**config.mk**
```make
export PLATFORM = sky130hd
export DESIGN_NAME = hdlc_addr_rx
export DESIGN_NICKNAME = d
export VERILOG_FILES = /design/src/rtl/hdlc_rx_pkg.sv /design/src/rtl/hdlc_rx_deframer.sv /design/src/rtl/hdlc_rx_crc.sv /design/src/rtl/hdlc_rx_addr_match.sv /design/src/rtl/hdlc_addr_rx.sv
export SDC_FILE = /design/constraint.sdc
export NUM_CORES = 1
export LEC_CHECK = 0
export ABC_AREA = 1
export BUFFER_PORTS_ARGS = -buffer_cell sky130_fd_sc_hd__buf_2
export CAP_MARGIN = 20
export CORE_MARGIN = 4
export CORE_UTILIZATION = 40
export DETAILED_ROUTE_END_ITERATION = 7
export PLACE_DENSITY_LB_ADDON = 0.05
export SYNTH_ARGS = -nofsm -noshare
export SYNTH_HDL_FRONTEND = slang
export SYNTH_SLANG_ARGS = --single-unit
```
**constraint.sdc**
```tcl
create_clock -name clk -period 2.4 [get_ports clk]
set_input_delay 0.48 -clock clk [delete_from_list [all_inputs] [get_ports clk]]
set_output_delay 0.48 -clock clk [all_outputs]
set_load 0.01 [all_outputs]
```
**src/rtl/hdlc_rx_pkg.sv**
```systemverilog
package hdlc_rx_pkg;
   localparam int unsigned OCTET_W = 8;
   typedef logic [OCTET_W-1:0] octet_t;

   // closing status: bit 2 short, bit 1 abort, bit 0 CRC error
   typedef struct packed {
      logic short_frm;
      logic aborted;
      logic crc_bad;
   } rx_stat_t;
endpackage

```
**src/rtl/hdlc_rx_deframer.sv**
```systemverilog
module hdlc_rx_deframer
   import hdlc_rx_pkg::*;
#(
   parameter int unsigned STUFF_RUN = 5
) (
   input  logic   clk,
   input  logic   rst_n,
   input  logic   bit_en,
   input  logic   bit_in,
   output logic   flag_evt,
   output logic   abort_evt,
   output logic   byte_evt,
   output octet_t byte_val
);
   localparam int unsigned ONES_MAX = STUFF_RUN + 2;
   localparam int unsigned ONES_W   = $clog2(ONES_MAX + 1);
   localparam int unsigned BCNT_W   = $clog2(OCTET_W);

   if (STUFF_RUN < 2) begin : g_bad_run
      $error("STUFF_RUN must be at least 2");
   end

   logic [ONES_W-1:0] ones_q;
   logic [BCNT_W-1:0] bcnt_q;
   octet_t            shift_q;
   logic              hunt_q;
   logic              data_bit;

   always_comb begin
      flag_evt  = bit_en & ~bit_in & (ones_q == ONES_W'(STUFF_RUN + 1));
      abort_evt = bit_en &  bit_in & (ones_q == ONES_W'(STUFF_RUN + 1)) & ~hunt_q;
      data_bit  = bit_en & ~hunt_q & (ones_q < ONES_W'(STUFF_RUN));
      byte_evt  = data_bit & (bcnt_q == BCNT_W'(OCTET_W - 1));
      byte_val  = {bit_in, shift_q[OCTET_W-1:1]};
   end

   always_ff @(posedge clk) begin
      if (!rst_n) begin
         ones_q  <= '0;
         bcnt_q  <= '0;
         shift_q <= '0;
         hunt_q  <= 1'b1;
      end else if (bit_en) begin
         if (!bit_in)
            ones_q <= '0;
         else if (ones_q != ONES_W'(ONES_MAX))
            ones_q <= ones_q + 1'b1;

         if (flag_evt) begin
            hunt_q <= 1'b0;
            bcnt_q <= '0;
         end else if (abort_evt) begin
            hunt_q <= 1'b1;
            bcnt_q <= '0;
         end else if (data_bit) begin
            shift_q <= byte_val;
            bcnt_q  <= bcnt_q + 1'b1;
         end
      end
   end
endmodule

```
**src/rtl/hdlc_rx_crc.sv**
```systemverilog
module hdlc_rx_crc
   import hdlc_rx_pkg::*;
#(
   parameter int unsigned   CRC_W    = 16,
   parameter logic [CRC_W-1:0] CRC_POLY = 16'h8408,
   parameter logic [CRC_W-1:0] CRC_INIT = 16'hFFFF
) (
   input  logic             clk,
   input  logic             rst_n,
   input  logic             clr,
   input  logic             upd,
   input  octet_t           din,
   output logic [CRC_W-1:0] crc_q
);
   if (CRC_W < OCTET_W) begin : g_bad_w
      $error("CRC_W must not be narrower than an octet");
   end

   logic [CRC_W-1:0] stage [0:OCTET_W];
   assign stage[0] = crc_q;

   for (genvar i = 0; i < OCTET_W; i++) begin : g_step
      assign stage[i+1] = (stage[i][0] ^ din[i]) ? ((stage[i] >> 1) ^ CRC_POLY)
                                                 :  (stage[i] >> 1);
   end

   always_ff @(posedge clk) begin
      if (!rst_n || clr)
         crc_q <= CRC_INIT;
      else if (upd)
         crc_q <= stage[OCTET_W];
   end
endmodule

```
**src/rtl/hdlc_rx_addr_match.sv**
```systemverilog
module hdlc_rx_addr_match
   import hdlc_rx_pkg::*;
#(
   parameter int unsigned NPOS = 2
) (
   input  logic [NPOS*OCTET_W-1:0] rx_vec,
   input  logic [NPOS*OCTET_W-1:0] cmp_vec,
   input  logic [NPOS*OCTET_W-1:0] mask_vec,
   output logic                    hit
);
   if (NPOS < 1) begin : g_bad_n
      $error("NPOS must be at least 1");
   end

   logic [NPOS-1:0] pos_hit;

   for (genvar p = 0; p < NPOS; p++) begin : g_pos
      octet_t rx_b, cmp_b, msk_b;
      assign rx_b  = rx_vec  [p*OCTET_W +: OCTET_W];
      assign cmp_b = cmp_vec [p*OCTET_W +: OCTET_W];
      assign msk_b = mask_vec[p*OCTET_W +: OCTET_W];
      assign pos_hit[p] = (&rx_b) | (((rx_b ^ cmp_b) & ~msk_b) == '0);
   end

   assign hit = &pos_hit;
endmodule

```
**src/rtl/hdlc_addr_rx.sv**
```systemverilog
module hdlc_addr_rx
   import hdlc_rx_pkg::*;
#(
   parameter int unsigned  STUFF_RUN = 5,
   parameter logic [15:0]  CRC_POLY  = 16'h8408,
   parameter logic [15:0]  CRC_INIT  = 16'hFFFF,
   parameter logic [15:0]  CRC_GOOD  = 16'hF0B8
) (
   input  logic       clk,
   input  logic       rst_n,
   input  logic       bit_en,
   input  logic       bit_in,
   input  logic       addr_en,
   input  logic [7:0] addr_cmp0,
   input  logic [7:0] addr_mask0,
   input  logic [7:0] addr_cmp1,
   input  logic [7:0] addr_mask1,
   output logic       out_valid,
   output logic [7:0] out_data,
   output logic       out_sof,
   output logic       out_eof,
   output logic [2:0] out_stat
);
   localparam int unsigned ADDR_N  = 2;
   localparam int unsigned FCS_N   = 2;
   localparam int unsigned MIN_LEN = ADDR_N + FCS_N;
   localparam int unsigned QDEPTH  = FCS_N + 1;
   localparam int unsigned CNT_W   = $clog2(MIN_LEN + 1);

   if (CRC_POLY == 16'h0) begin : g_bad_poly
      $error("CRC_POLY must be non-zero");
   end

   logic   flag_evt, abort_evt, byte_evt;
   octet_t byte_val;
   logic [15:0] crc_q;
   logic   addr_hit;
   octet_t hold_q [QDEPTH];
   logic [CNT_W-1:0] cnt_q;
   logic   rej_q;
   logic   live;
   rx_stat_t stat_q;

   hdlc_rx_deframer #(.STUFF_RUN(STUFF_RUN)) i_deframer (
      .clk       (clk),
      .rst_n     (rst_n),
      .bit_en    (bit_en),
      .bit_in    (bit_in),
      .flag_evt  (flag_evt),
      .abort_evt (abort_evt),
      .byte_evt  (byte_evt),
      .byte_val  (byte_val)
   );

   hdlc_rx_crc #(.CRC_W(16), .CRC_POLY(CRC_POLY), .CRC_INIT(CRC_INIT)) i_crc (
      .clk   (clk),
      .rst_n (rst_n),
      .clr   (flag_evt | abort_evt),
      .upd   (byte_evt),
      .din   (byte_val),
      .crc_q (crc_q)
   );

   hdlc_rx_addr_match #(.NPOS(ADDR_N)) i_addr (
      .rx_vec   ({byte_val, hold_q[QDEPTH-1]}),
      .cmp_vec  ({addr_cmp1, addr_cmp0}),
      .mask_vec ({addr_mask1, addr_mask0}),
      .hit      (addr_hit)
   );

   assign live     = (cnt_q != '0) & ~rej_q;
   assign out_stat = stat_q;

   // octet hold line: [0] oldest, [QDEPTH-1] newest
   for (genvar k = 0; k < QDEPTH; k++) begin : g_hold
      always_ff @(posedge clk) begin
         if (!rst_n)
            hold_q[k] <= '0;
         else if (byte_evt)
            hold_q[k] <= (k == QDEPTH-1) ? byte_val : hold_q[(k+1) % QDEPTH];
      end
   end

   always_ff @(posedge clk) begin
      if (!rst_n) begin
         cnt_q     <= '0;
         rej_q     <= 1'b0;
         out_valid <= 1'b0;
         out_data  <= '0;
         out_sof   <= 1'b0;
         out_eof   <= 1'b0;
         stat_q    <= '0;
      end else begin
         out_valid <= 1'b0;
         out_sof   <= 1'b0;
         out_eof   <= 1'b0;
         stat_q    <= '0;
         if (flag_evt) begin
            if (live) begin
               out_eof <= 1'b1;
               if (cnt_q == CNT_W'(MIN_LEN)) begin
                  out_valid      <= 1'b1;
                  out_data       <= hold_q[0];
                  stat_q.crc_bad <= (crc_q != CRC_GOOD);
               end else begin
                  stat_q.short_frm <= 1'b1;
               end
            end
            cnt_q <= '0;
            rej_q <= 1'b0;
         end else if (abort_evt) begin
            if (live) begin
               out_eof        <= 1'b1;
               stat_q.aborted <= 1'b1;
            end
            cnt_q <= '0;
            rej_q <= 1'b0;
         end else if (byte_evt) begin
            if (cnt_q != CNT_W'(MIN_LEN))
               cnt_q <= cnt_q + 1'b1;
            if (cnt_q == CNT_W'(ADDR_N - 1))
               rej_q <= addr_en & ~addr_hit;
            if ((cnt_q >= CNT_W'(MIN_LEN - 1)) && !rej_q) begin
               out_valid <= 1'b1;
               out_data  <= hold_q[0];
               out_sof   <= (cnt_q == CNT_W'(MIN_LEN - 1));
            end
         end
      end
   end
endmodule

```
# [After elaboration in Yosys (flattened, before gate mapping)]
# Memory sizes are Yosys's and may differ from the RTL's.
# Cells that the tools add are included.
# W data, S select, Z words.
[totals] regBits=49 mem_bits_rw=24 input_bits=37 output_inout_bits=14 n_memories=1
[memory_table] memory="hold_q" depth=3 word_bits=8 read_ports=3 rd_clocked_by_memory_dff=0 write_ports=3 line_no="hdlc_addr_rx.sv:38" source="octet_t hold_q [QDEPTH];"
[op_classes] add_sub_neg=3 n_lt_le_gt_ge=2 eq_ne=12 mux=38 bitwise_logic=47 reduce_logical=26
[op_table] op="$mux W16" n=8
[op_table] op="$mux W8" n=9
[op_table] op="$not A2 Y3" n=8
[op_table] op="$and A8 B8 Y8" n=2
[op_table] op="$logic_not A8 Y1" n=2
[op_table] op="$mux W1" n=16
[op_table] op="$ne A16 B16 Y1 const B" n=1
[op_table] op="$not A8 Y8" n=2
[op_table] op="$reduce_and A8 Y1" n=2
[op_table] op="$xor A8 B8 Y8" n=2
[op_table] op="$mux W3" n=5
[op_table] op="$reduce_and A2 Y1" n=6
[op_table] op="$and A1 B1 Y1" n=10
[op_table] op="$add A3 B1 Y3 const B" n=3
[op_table] op="$eq A3 B3 Y1 const B" n=3
[op_table] op="$not A1 Y1" n=9
[op_table] op="$reduce_and A4 Y1" n=2
[op_table] op="$xor A1 B1 Y1" n=8
[op_table] op="$ne A2 B1 Y1 const B" n=3
[op_table] op="$ne A3 B3 Y1 const B" n=2
[op_table] op="$or A1 B1 Y1" n=6
[op_table] op="$reduce_bool A2 Y1" n=3
[op_table] op="$reduce_bool A3 Y1" n=2
[op_table] op="$reduce_and A5 Y1" n=1
[op_table] op="12 further kinds" n=13

# [Logic depth before layout (Yosys ltp)]
# Gate-level depths: netlist of the first run.
[logic_depth] depth_word=16 ltp_mapped=11 ltp_nobuf=11

# [Hierarchy]
# From an unflattened synthesis of the first run, not the netlist that was laid out.
[hier_totals] cells_unflattened=564 area_unflattened_um2=4018.9
[by_module_without_submodules] mod="hdlc_addr_rx" n_inst=1 cells_each=195 area_each_um2=1811.7 seq_area_each_um2=1081.0
[by_module_without_submodules] mod="hdlc_rx_crc" n_inst=1 cells_each=164 area_each_um2=1043.5 seq_area_each_um2=320.3
[by_module_without_submodules] mod="hdlc_rx_deframer" n_inst=1 cells_each=99 area_each_um2=713.2 seq_area_each_um2=280.3
[by_module_without_submodules] mod="hdlc_rx_addr_match" n_inst=1 cells_each=106 area_each_um2=450.4 seq_area_each_um2=0.0

# [Worst setup path before layout of the first run]
# OpenSTA, ideal clock, no wires.
[synth_path] kind="input port to flip-flop" start="input bit_en" end="memory hold_q[0][0] (netlist name), enable pin" setup_time_ps=381 arrival_ps=1632 t_required_ps=2019 slack_ps=387 path_stages=7 path_buffers=1 cell_sequence="inv_2 nor2_4 nand2_2 nor2_4 inv_2 buf_2 nand2_1"
[synth_rtl] element="start: declaration" line_no="hdlc_addr_rx.sv:11" source="input logic bit_en,"
[synth_rtl] element="end: declaration" line_no="hdlc_addr_rx.sv:38"

# [Worst setup path in the final report of the first run]
[layout_path] start="register i_deframer.ones_q[0]" end="register out_data[2]"
[layout_between] elab_chain_cells=5
[layout_rtl] element="start: declaration" line_no="hdlc_rx_deframer.sv:23" source="logic [ONES_W-1:0] ones_q;"
[layout_rtl] element="start signal: assignment" line_no="hdlc_rx_deframer.sv:47" source="ones_q <= ones_q + 1'b1;"
[layout_rtl] element="$lt A3 B3 Y1 or $eq A3 B3 Y1 (tied branches)" line_no="hdlc_rx_deframer.sv:32, hdlc_rx_deframer.sv:30, hdlc_rx_deframer.sv:31"
[layout_rtl] element="$and A1 B1 Y1 (on tied branches)" line_no="hdlc_rx_deframer.sv:32, hdlc_rx_deframer.sv:31"
[layout_rtl] element="$and A1 B1 Y1 (on tied branches)" line_no="hdlc_rx_deframer.sv:33, hdlc_rx_deframer.sv:31"
[layout_rtl] element="$reduce_bool A2 Y1 (no source line) or $ne A2 B2 Y1 (tied branches)"
[layout_rtl] element="$reduce_and A5 Y1 (no source line)"
[layout_rtl] element="end signal: assignment" line_no="hdlc_addr_rx.sv:103" source="out_data <= hold_q[0];"
[layout_rtl] element="end signal: assignment" line_no="hdlc_addr_rx.sv:125" source="out_data <= hold_q[0];"
[layout_rtl] element="end: declaration" line_no="hdlc_addr_rx.sv:19" source="output logic [7:0] out_data,"
# Several ways; a longest one is shown, not always the timed one.
# A chain may end at the register's enable or synchronous reset.

==> results_dict.tcl, run 1 <==
set metrics [dict create \
    status "finished, final reports clean" \
    grt_use_total_pct 15.65 \
    layout_common_cells "nand2_1 (83), inv_1 (65), buf_2 (50)" \
    route.detailed.drc 0 \
    drt_pre_antenna_iters 4 \
    viasPerCell 4.711 \
    boundaryPins 51 \
    hold_path_class "in2reg" \
    layout-drive-gt1-share_pct 18.94 \
    fmax_mhz 541.3 \
    period_needed_ps 1848 \
    syn_inst 431 \
    min-delay-start "bit_in" \
    hold_buffers 0 \
    clock_tree.buffer_depth 2 \
    gp_congestion 0.8319 \
    dieArea_um2 10270 \
    wl_per_cell_um 12.35 \
    hold_ws_ps 447.6 \
    grt_pass1_vias 2778 \
    setup_viol 0 \
    maxCapViolations 0 \
    drt-initial-drc-count 98 \
    dpl.hpwl_mm 5.614 \
    die_y_um 101.3 \
    antennaDiodeCount 0 \
    cp-start-kind "flop" \
    overflow 0 \
    cp_max_fo 11 \
    fin_crit_sh_pct 76.98 \
    nNetsFinal 532 \
    crit_start "i_deframer.ones_q[0]" \
    grt_max_degree 25 \
    critical_path_class "reg2reg" \
    coreArea_um2 8341 \
    rsz0062_at_grt "no" \
    yosysWarnings 0 \
    rows 33 \
    clkTransAtPathRegs_ps 80 \
    antenna_left 0 \
    numPortBuffers 50 \
    wl_mm 7.361 \
    clock-sinks 72 \
    cts_tree "yes" \
    synth_area_um2 3485 \
    numCtsBuffers 9 \
    synth_seq_cells 72 \
    critPathArrivalTime_ps 2130 \
    rr_startpoint "i_deframer.ones_q[0]" \
    root_buffer "clkbuf_8" \
    grt_pass1_wl_mm 12.83 \
    slew_headroom_pct 70.24 \
    pwr_density_cell_nw_per_um2 584.0 \
    finClkSkew_ps 6.764 \
    htreeDepth 3 \
    fp.dieW_um 101.3 \
    post-cts-setup-buffers 0 \
    synthDistinctLibCells 33 \
    peakVddDrop_v 0.0002988 \
    cp-end-kind "flop" \
    synth.avg_cell_area_um2 8.085 \
    hold_viol_final 0 \
    crit_required_ps 2680 \
    vias 2808 \
    synth_fp_nets 477 \
    antenna_found_initial 0 \
    p_leak_nw 1.841 \
    ys_seq_area_share_pct 48.26 \
    mostFrequentLayoutCell "nand2_1" \
    area_growth_pct 16.27 \
    cts_resized 0 \
    drv_slew 0 \
    setup_tns_ps 0 \
    clk_latency_ps 350 \
    start_util_pct 41.78 \
    worst_pin_slew_ps 443.2 \
    n_fill_cell 856 \
]
[sequential cells by signal, summed over array words and instances, names as in the netlist, 3 cells and up]
| signal | count |
|---|---|
| i_deframer.shift_q | 7 |
| hold_q | 24 |
| cnt_q | 3 |
| out_stat | 3 |
| i_deframer.ones_q | 3 |
| out_data | 8 |
| i_crc.crc_q | 16 |
| i_deframer.bcnt_q | 3 |
[final timing paths]
path                            cells past startpoint  slack, ps                   end
worst min-delay path                                3        450  i_deframer.ones_q[2]
worst max-delay path                               11        550           out_data[2]
worst max register to register                     11        550           out_data[2]
worst min register to register                      2        470  i_deframer.bcnt_q[2]
[kinds of logic (layout without fill, tap and decap cells)]
group                      count (synthesis)  count (layout)  synth area share [%]
xor gates and xnor gates                  17              17                 4.704
buffers and inverters                     80             140                 9.048
AOI/OAI and AO/OA                         78              78                 11.38
DFF                                       72              72                 48.26
adders and majority gates                  9               9                 3.232
and+or+nand+nor                          175             175                 23.38
[area by class of cell]
class                   instances  area [um2]  share of cell area (%)
clock inverters                 7       71.32                   1.760
multi-input cells             279        1488                   36.72
clock buffers                   9       123.9                   3.057
well taps                     105       131.4                   3.243
inverters                      70       262.8                   6.485
flip-flops and latches         72        1682                   41.51
repair buffers                 54       292.8                   7.227
[power breakdown]
group | total [mW] | internal (mW) | switching, mW
clock network | 0.954 | 0.480 | 0.475
logic | 0.128 | 0.0536 | 0.0744
registers | 1.28 | 1.27 | 0.0114
[synthesized netlist by cell type]
cell,n,area share [%]
a211oi_1,1,0.22
a21oi_1,45,6.5
a31oi_1,1,0.18
buf_2,6,0.86
buf_4,2,0.43
clkbuf_1,2,0.22
dfxtp_1,48,28
edfxtp_1,24,21
ha_1,9,3.2
inv_1,65,7.0
inv_2,5,0.54
nand2_1,83,8.9
nand2_2,2,0.36
nand2_4,1,0.32
nand3_1,22,3.2
nand3_2,1,0.29
nand3_4,1,0.50
nand3b_1,4,0.86
nand4_1,4,0.72
nand4_2,1,0.36
nor2_1,37,4.0
nor2_2,1,0.18
nor2_4,4,1.3
nor3_1,6,0.86
nor3_2,1,0.29
nor4_1,2,0.36
o211ai_1,1,0.22
o21ai_0,19,2.7
o21ai_1,11,1.6
or2_2,5,0.90
xnor2_1,10,2.5
xor2_1,5,1.3
xor2_2,2,0.93
[stage by stage]
| stage | utilization (%) | total power [mW] | setup WS (ps) | instance area [um2] | std cells |
|---|---|---|---|---|---|
| 3_3_place_gp | 46.23 | 1.441 | 564.7 | 3856 | 580 |
| 5_1_grt | 48.57 | 2.472 | 303.6 | 4051 | 596 |
| 2_1_floorplan | - | 1.383 | 387.1 | 3485 | 431 |
| 6_report | 48.57 | 2.366 | 552.5 | 4051 | 596 |
| 3_5_place_dp | 46.23 | 1.442 | 518.1 | 3856 | 580 |
| 4_1_cts | 48.57 | 2.391 | 535.6 | 4051 | 596 |
[critical path, cell delays in order, from the launching register on]
cell and delay (ps):
dfxtp_1 400, inv_1 70, ha_1 190, nand2_1 60, inv_1 70, nand3_2 120, nand2_4 80, inv_1 90
nand4_2 260, nand2_2 240, nand2_1 70, a21oi_1 130
[layer usage]
| metal | up-vias | GRT usage (%) | part of all wire, % |
|---|---|---|---|
| li1 | 1495 | - | - |
| met1 | 1253 | 20.99 | 48 |
| met2 | 47 | 24.95 | 45 |
| met3 | 13 | 3.444 | 4.7 |
| met4 | 0 | 5.521 | 1.6 |
| met5 | - | 0 | 0 |
No activity file was read; power rests on OpenSTA's default activity.
==> inputs of run 2 (changes only) <==
Clock period 2.4 ns to 1.5 ns, I/O delays scaled along.
==> run 2 against run 1 <==
  * The run now ends with negative setup slack left
  * Sequential power is 61% higher
  * Hold slack worse by 150 ps
  * Global-route usage is 0.10 points higher
  * First-iteration DRC count is 15% lower
  * Maximum frequency is 19% higher
  * Via count is 6.4% higher
  * Setup slack worse by 610 ps
  * Non-clock buffer count is 34 higher
  * Cell count is 6.0% higher
  * Largest cell class is now multi-input gates
  * Largest power group unchanged
==> results_dict.tcl, run 2 (synthesis gave the netlist of run 1 again) <==
set metrics [dict create \
    coreArea_um2 8341 \
    finClkSkew_ps 6.204 \
    overflow 0 \
    p_leak_nw 2.089 \
    clk_latency_ps 350 \
    dpl-instance-area_um2 4099 \
    maxCapViolations 0 \
    pwr_density_cell_nw_per_um2 856.0 \
    clkTransAtPathRegs_ps 80 \
    worst_pin_slew_ps 487.7 \
    grt_use_total_pct 15.76 \
    mostFrequentLayoutCell "nand2_1" \
    htreeDepth 3 \
    critPathArrivalTime_ps 1620 \
    grt_max_degree 25 \
    area_growth_pct 34.90 \
    final_area_um2 4701 \
    grt_pass1_vias 2756 \
    violations "negative setup slack" \
    cts_tree "yes" \
    antenna_left 0 \
    hold_ws_ps 293.6 \
    grt_pass1_wl_mm 12.74 \
    status "complete, but fails checks" \
    cp-start-kind "flop" \
    numCtsBuffers 9 \
    setup_viol 39 \
    slew_headroom_pct 67.25 \
    wl_mm 8.330 \
    vias 2987 \
    nNetsFinal 568 \
    drt-initial-drc-count 83 \
    cp-end-kind "flop" \
    cp_max_fo 6 \
    rows 33 \
    route.detailed.drc 0 \
    drv_slew 0 \
    fmax_mhz 641.4 \
    hold_buffers 0 \
    peakVddDrop_v 0.0004007 \
    clock_tree.buffer_depth 2 \
    antennaDiodeCount 0 \
    layout_common_cells "nand2_1 (77), inv_1 (61), buf_2 (50)" \
    largest_reg_flops 24 \
    boundaryPins 51 \
    layout-drive-gt1-share_pct 32.83 \
    reg_top3 "hold_q x24, i_crc.crc_q x16, out_data x8" \
    critical_path_class "reg2reg" \
    drt_pre_antenna_iters 4 \
    crit_required_ps 1570 \
    die_y_um 101.3 \
    start_util_pct 41.78 \
    numPortBuffers 50 \
    dpl.hpwl_mm 5.698 \
    wl_per_cell_um 13.18 \
    regMostFlops "hold_q" \
    rsz0062_at_grt "yes" \
    dieArea_um2 10270 \
    fin_crit_sh_pct 103.9 \
    viasPerCell 4.726 \
    worst_slack_ps -59.08 \
    root_buffer "clkbuf_8" \
    period_needed_ps 1559 \
    hold_viol_final 0 \
    hold_path_class "in2reg" \
    clock-sinks 72 \
    antenna_found_initial 0 \
    fp.dieW_um 101.3 \
    gp_congestion 0.7878 \
]
-- run 2: cell type report --
cell class,count,area (um2)
Fill cell,793,3640
Multi-Input combinational cell,281,1728
Sequential cell,72,1689
Timing Repair Buffer,88,658.1
Inverter,70,275.3
Tap cell,105,131.4
Clock buffer,9,123.9
Clock inverter,7,95.09
-- run 2: critical path, stage by stage (launching register included) --
cell and delay (ps):
dfxtp_2 360, ha_4 140, ha_4 120, inv_2 40, nor2_4 190, clkinv_4 180, buf_12 170, nand2_8 90
-- run 2: path summary, 6_finish.rpt --
path,from,slack [ps],depth (start not counted),end
setup / recovery,i_deframer.bcnt_q[1],-60,7,hold_q[2][7]
hold / removal,addr_en,290,5,rej_q
setup reg to reg,i_deframer.bcnt_q[1],-60,7,hold_q[2][7]
hold reg to reg,i_deframer.bcnt_q[0],450,1,i_deframer.bcnt_q[0]
-- run 2: power by group --
group	switching [mW]	internal [mW]
clock	0.768	0.940
sequential	0.0208	2.04
combinational	0.147	0.113
total	0.935	3.09
-- run 2: layer usage --
layer	global-route usage, %	routed length, um	vias to the layer above
met1	20.73	4039	1350
met3	2.961	284	12
met4	7.157	121	0
met2	25.15	3884	49
met5	0	0	-
li1	-	-	1576
-- run 2: through the flow --
step / TNS, ps / total power [mW] / worst slack, ps / std cells / util [%]
6_report: -1211 / 4.024 / -59.08 / 632 / 56.36
5_1_grt: -4601 / 4.167 / -127.7 / 632 / 56.36
4_1_cts: -109.3 / 4.022 / -16.02 / 622 / 52.06
3_5_place_dp: -767.4 / 2.322 / -32.57 / 605 / 49.14
3_3_place_gp: -476.4 / 2.317 / -20.30 / 605 / 49.14
2_1_floorplan: 0 / 2.218 / 2.516 / 431 / -
-- run 2: timing repair --
| action | 4_1_cts | 5_1_grt |
|---|---|---|
| resized for setup | 11 | 74 |
| pin swaps | 0 | 13 |
| setup buffers | 1 | 6 |
| gates cloned | 0 | 4 |
| setup endpoints to repair | 57 | 89 |
==> inputs of run 3 (changes only) <==
--- a/config.mk
+++ b/config.mk
@@ -7,3 +7,2 @@
 export LEC_CHECK = 0
-export ABC_AREA = 1
 export BUFFER_PORTS_ARGS = -buffer_cell sky130_fd_sc_hd__buf_2
==> constraint.sdc (replaced) <==
create_clock -name clk -period 1.5 [get_ports clk]
set_input_delay 0.225 -clock clk [delete_from_list [all_inputs] [get_ports clk]]
set_output_delay 0.225 -clock clk [all_outputs]
set_load 0.01 [all_outputs]
==> run 3 against run 2 <==
  * The flow still finishes with violations (negative setup slack)
  * Clock power shrank 13%
  * Critical path depth rose by 1
  * First-iteration DRC count shrank 17%
  * Via count fell by 12%
  * Wire length is 7.8% lower
  * Die area is 3.6% lower
  * Sequential power about the same
  * Synthesized cell count shrank 26%
  * Critical endpoint is now out_data[1]
  * Highest routed layer unchanged
==> results_dict.tcl, run 3 <==
set metrics [dict create \
    status "complete, but fails checks" \
    violations "negative setup slack" \
    htreeDepth 3 \
    die_y_um 99.49 \
    synth_edf_count 24 \
    antennaDiodeCount 0 \
    rows 33 \
    antenna_left 0 \
    slowest_delay_ps 400 \
    hold_depth 3 \
    drv_slew 0 \
    wl_per_cell_um 14.48 \
    dieArea_um2 9898 \
    numPortBuffers 50 \
    root_buffer "clkbuf_8" \
    wl_mm 7.677 \
    route.detailed.drc 0 \
    power_frac_clock_pct 39.5 \
    p_sw_mw 0.9065 \
    clock-sinks 72 \
    yosysWarnings 0 \
    seq_power_share_pct 54.4 \
    use_met1_pct 20.51 \
    mostFrequentLayoutCell "buf_2" \
    fmax_mhz 639.4 \
    clk_latency_ps 350 \
    start_util_pct 40.96 \
    boundaryPins 51 \
    hold_path_class "in2reg" \
    drt-initial-drc-count 69 \
    hold_buffers 0 \
    n_fill_cell 744 \
    cp-end-kind "flop" \
    ys_seq_area_share_pct 50.22 \
    intPower_mw 2.864 \
    finClkSkew_ps 13.14 \
    synth_area_um2 3348 \
    crit_required_ps 1740 \
    p_comb_share_pct 6.2 \
    synth_seq_cells 72 \
    area_growth_pct 39.20 \
    synth_fp_nets 363 \
    fp.dieW_um 99.49 \
    grt_pass1_wl_mm 12.25 \
    synth_top_area_cell "dfxtp_1" \
    numCtsBuffers 9 \
    synth.avg_cell_area_um2 10.56 \
    ys_dominant_reg_cell "dfxtp_1" \
    cp_max_fo 5 \
    grt_max_degree 31 \
    layout-drive-gt1-share_pct 44.71 \
    hold_ws_ps 133.2 \
    vias 2635 \
    cp_cell_sequence "inv_2 -> ha_4 -> nand3_4 -> buf_4 -> a21oi_4 -> o31a_4 -> o21ai_2 -> a21oi_2" \
    critPathArrivalTime_ps 1800 \
    critical_path_class "reg2reg" \
    gp_congestion 0.7959 \
    grt_use_total_pct 15.78 \
    syn_inst 317 \
    cts_tree "yes" \
    clock_tree.buffer_depth 2 \
    grt_util_met2_pct 25.36 \
    r2r_cells 8 \
    slew_headroom_pct 71.90 \
    clkTransAtPathRegs_ps 90 \
    pwr_density_cell_nw_per_um2 808.9 \
    top_usage_layer "met2" \
    worst_pin_slew_ps 418.5 \
    synthDistinctLibCells 49 \
    maxCapViolations 0 \
    yosysTopAreaCellShare_pct 28.70 \
    use_met3_pct 5.049 \
    layout_common_cells "buf_2 (50), buf_4 (45), dfxtp_1 (41)" \
    dp_slack_ps -127.7 \
    dpl.hpwl_mm 5.231 \
    cp-start-kind "flop" \
    cp_slowest_cell "o31a_4" \
    synthTopCellsByArea "dfxtp_1 (29%), edfxtp_1 (22%), xnor2_1 (7.8%)" \
    reg_top3 "hold_q x24, i_crc.crc_q x16, out_data x8" \
    coreArea_um2 8175 \
    peakVddDrop_v 0.0005426 \
    yosys.cell_count.top_type "dfxtp_1" \
    nNetsFinal 466 \
    total_power_mw 3.770 \
    p_leak_nw 1.986 \
    synthArstFlopShare_pct 0 \
    grt_pass1_vias 2489 \
    hold_viol_final 0 \
    drt_pre_antenna_iters 4 \
    largest_reg_flops 24 \
    viasPerCell 4.972 \
    fin_crit_sh_pct 104.3 \
    worst_slack_ps -63.88 \
    antenna_found_initial 0 \
    period_needed_ps 1564 \
    overflow 0 \
    yosys-top-cells-count "dfxtp_1 (48), xnor2_1 (30), nand2_1 (29), and3_1 (24), edfxtp_1 (24)" \
    regMostFlops "hold_q" \
    setup_viol 27 \
    swShare_pct 24.04 \
    rsz0062_at_grt "yes" \
]
[run 3: cell count changes after synthesis, moves of 6 or more]
cell,previous run,this run
o21ai_0,19,4
nand2_1,83,29
o22ai_1,0,8
o21ai_1,11,5
nor2_1,37,18
clkbuf_1,2,8
xnor2_1,10,30
a21oi_1,45,10
mux2i_1,0,9
nand3_1,22,14
o211ai_1,1,14
inv_1,65,4
and3_1,0,24
[run 3: cells by family (layout without fill, tap and decap cells)]
logic type / count (synthesis) / after routing / synth area share (%)
fa+ha+maj: 9 / 9 / 3.363
flops: 72 / 72 / 50.22
simple gates: 111 / 112 / 17.90
buf+inv: 21 / 127 / 2.616
compound gates: 52 / 53 / 10.76
mux: 10 / 10 / 3.027
xor+xnor: 42 / 42 / 12.11
[run 3: repair_timing]
| action | in CTS | in global routing |
|---|---|---|
| gates cloned | 1 | 1 |
| pin swaps | 16 | 21 |
| buffers inserted | 4 | 2 |
| resized for setup | 27 | 42 |
| endpoints found under the setup margin | 67 | 84 |
[run 3: worst max-delay path: cells and delay by family (launching register included)]
kind                     cells  cell delay, ps
buffers and inverters        2             180
adder cells (fa/ha/maj)      1             160
AO/OA/AOI/OAI                4             670
flip-flops                   1             350
AND/OR/NAND/NOR              1              90
[run 3: routing by layer]
layer,vias to the layer above,wire length [um]
li1,1356,-
met1,1224,3426
met2,48,3825
met3,7,344
met4,0,81
met5,-,0
[run 3: final cells by class]
| cell class | count | area [um2] | area share [%] |
|---|---|---|---|
| clock inverters | 6 | 47.55 | 1.020 |
| repair buffers | 105 | 735.7 | 15.79 |
| clock buffers | 10 | 148.9 | 3.195 |
| well taps | 105 | 131.4 | 2.819 |
| multi-input cells | 226 | 1884 | 40.43 |
| inverters | 6 | 22.52 | 0.4832 |
| flip-flops and latches | 72 | 1690 | 36.27 |
[run 3: power groups by stage]
stage	registers (mW)	clock network, mW	logic (mW)
2_1_floorplan	2.09	0	0.106
3_3_place_gp	2.09	0	0.217
3_5_place_dp	2.09	0	0.218
4_1_cts	2.05	1.54	0.227
5_1_grt	2.05	1.63	0.255
6_report	2.05	1.49	0.232
[run 3: stage by stage]
stage / cell area, um2 / std cells / setup TNS [ps] / utilization (%)
2_1_floorplan: 3395 / 317 / -38.14 / -
3_3_place_gp: 4124 / 507 / -4071 / 50.44
3_5_place_dp: 4124 / 507 / -5030 / 50.44
4_1_cts: 4473 / 528 / -1395 / 54.71
5_1_grt: 4661 / 530 / -2301 / 57.01
6_report: 4661 / 530 / -619.6 / 57.01
[run 3: final timing paths]
path	from	to	slack, ps
hold reg to reg	out_data[3]	out_data[3]	460
setup / recovery	i_deframer.ones_q[0]	out_data[1]	-60
setup reg to reg	i_deframer.ones_q[0]	out_data[1]	-60
hold / removal	addr_en	rej_q	130
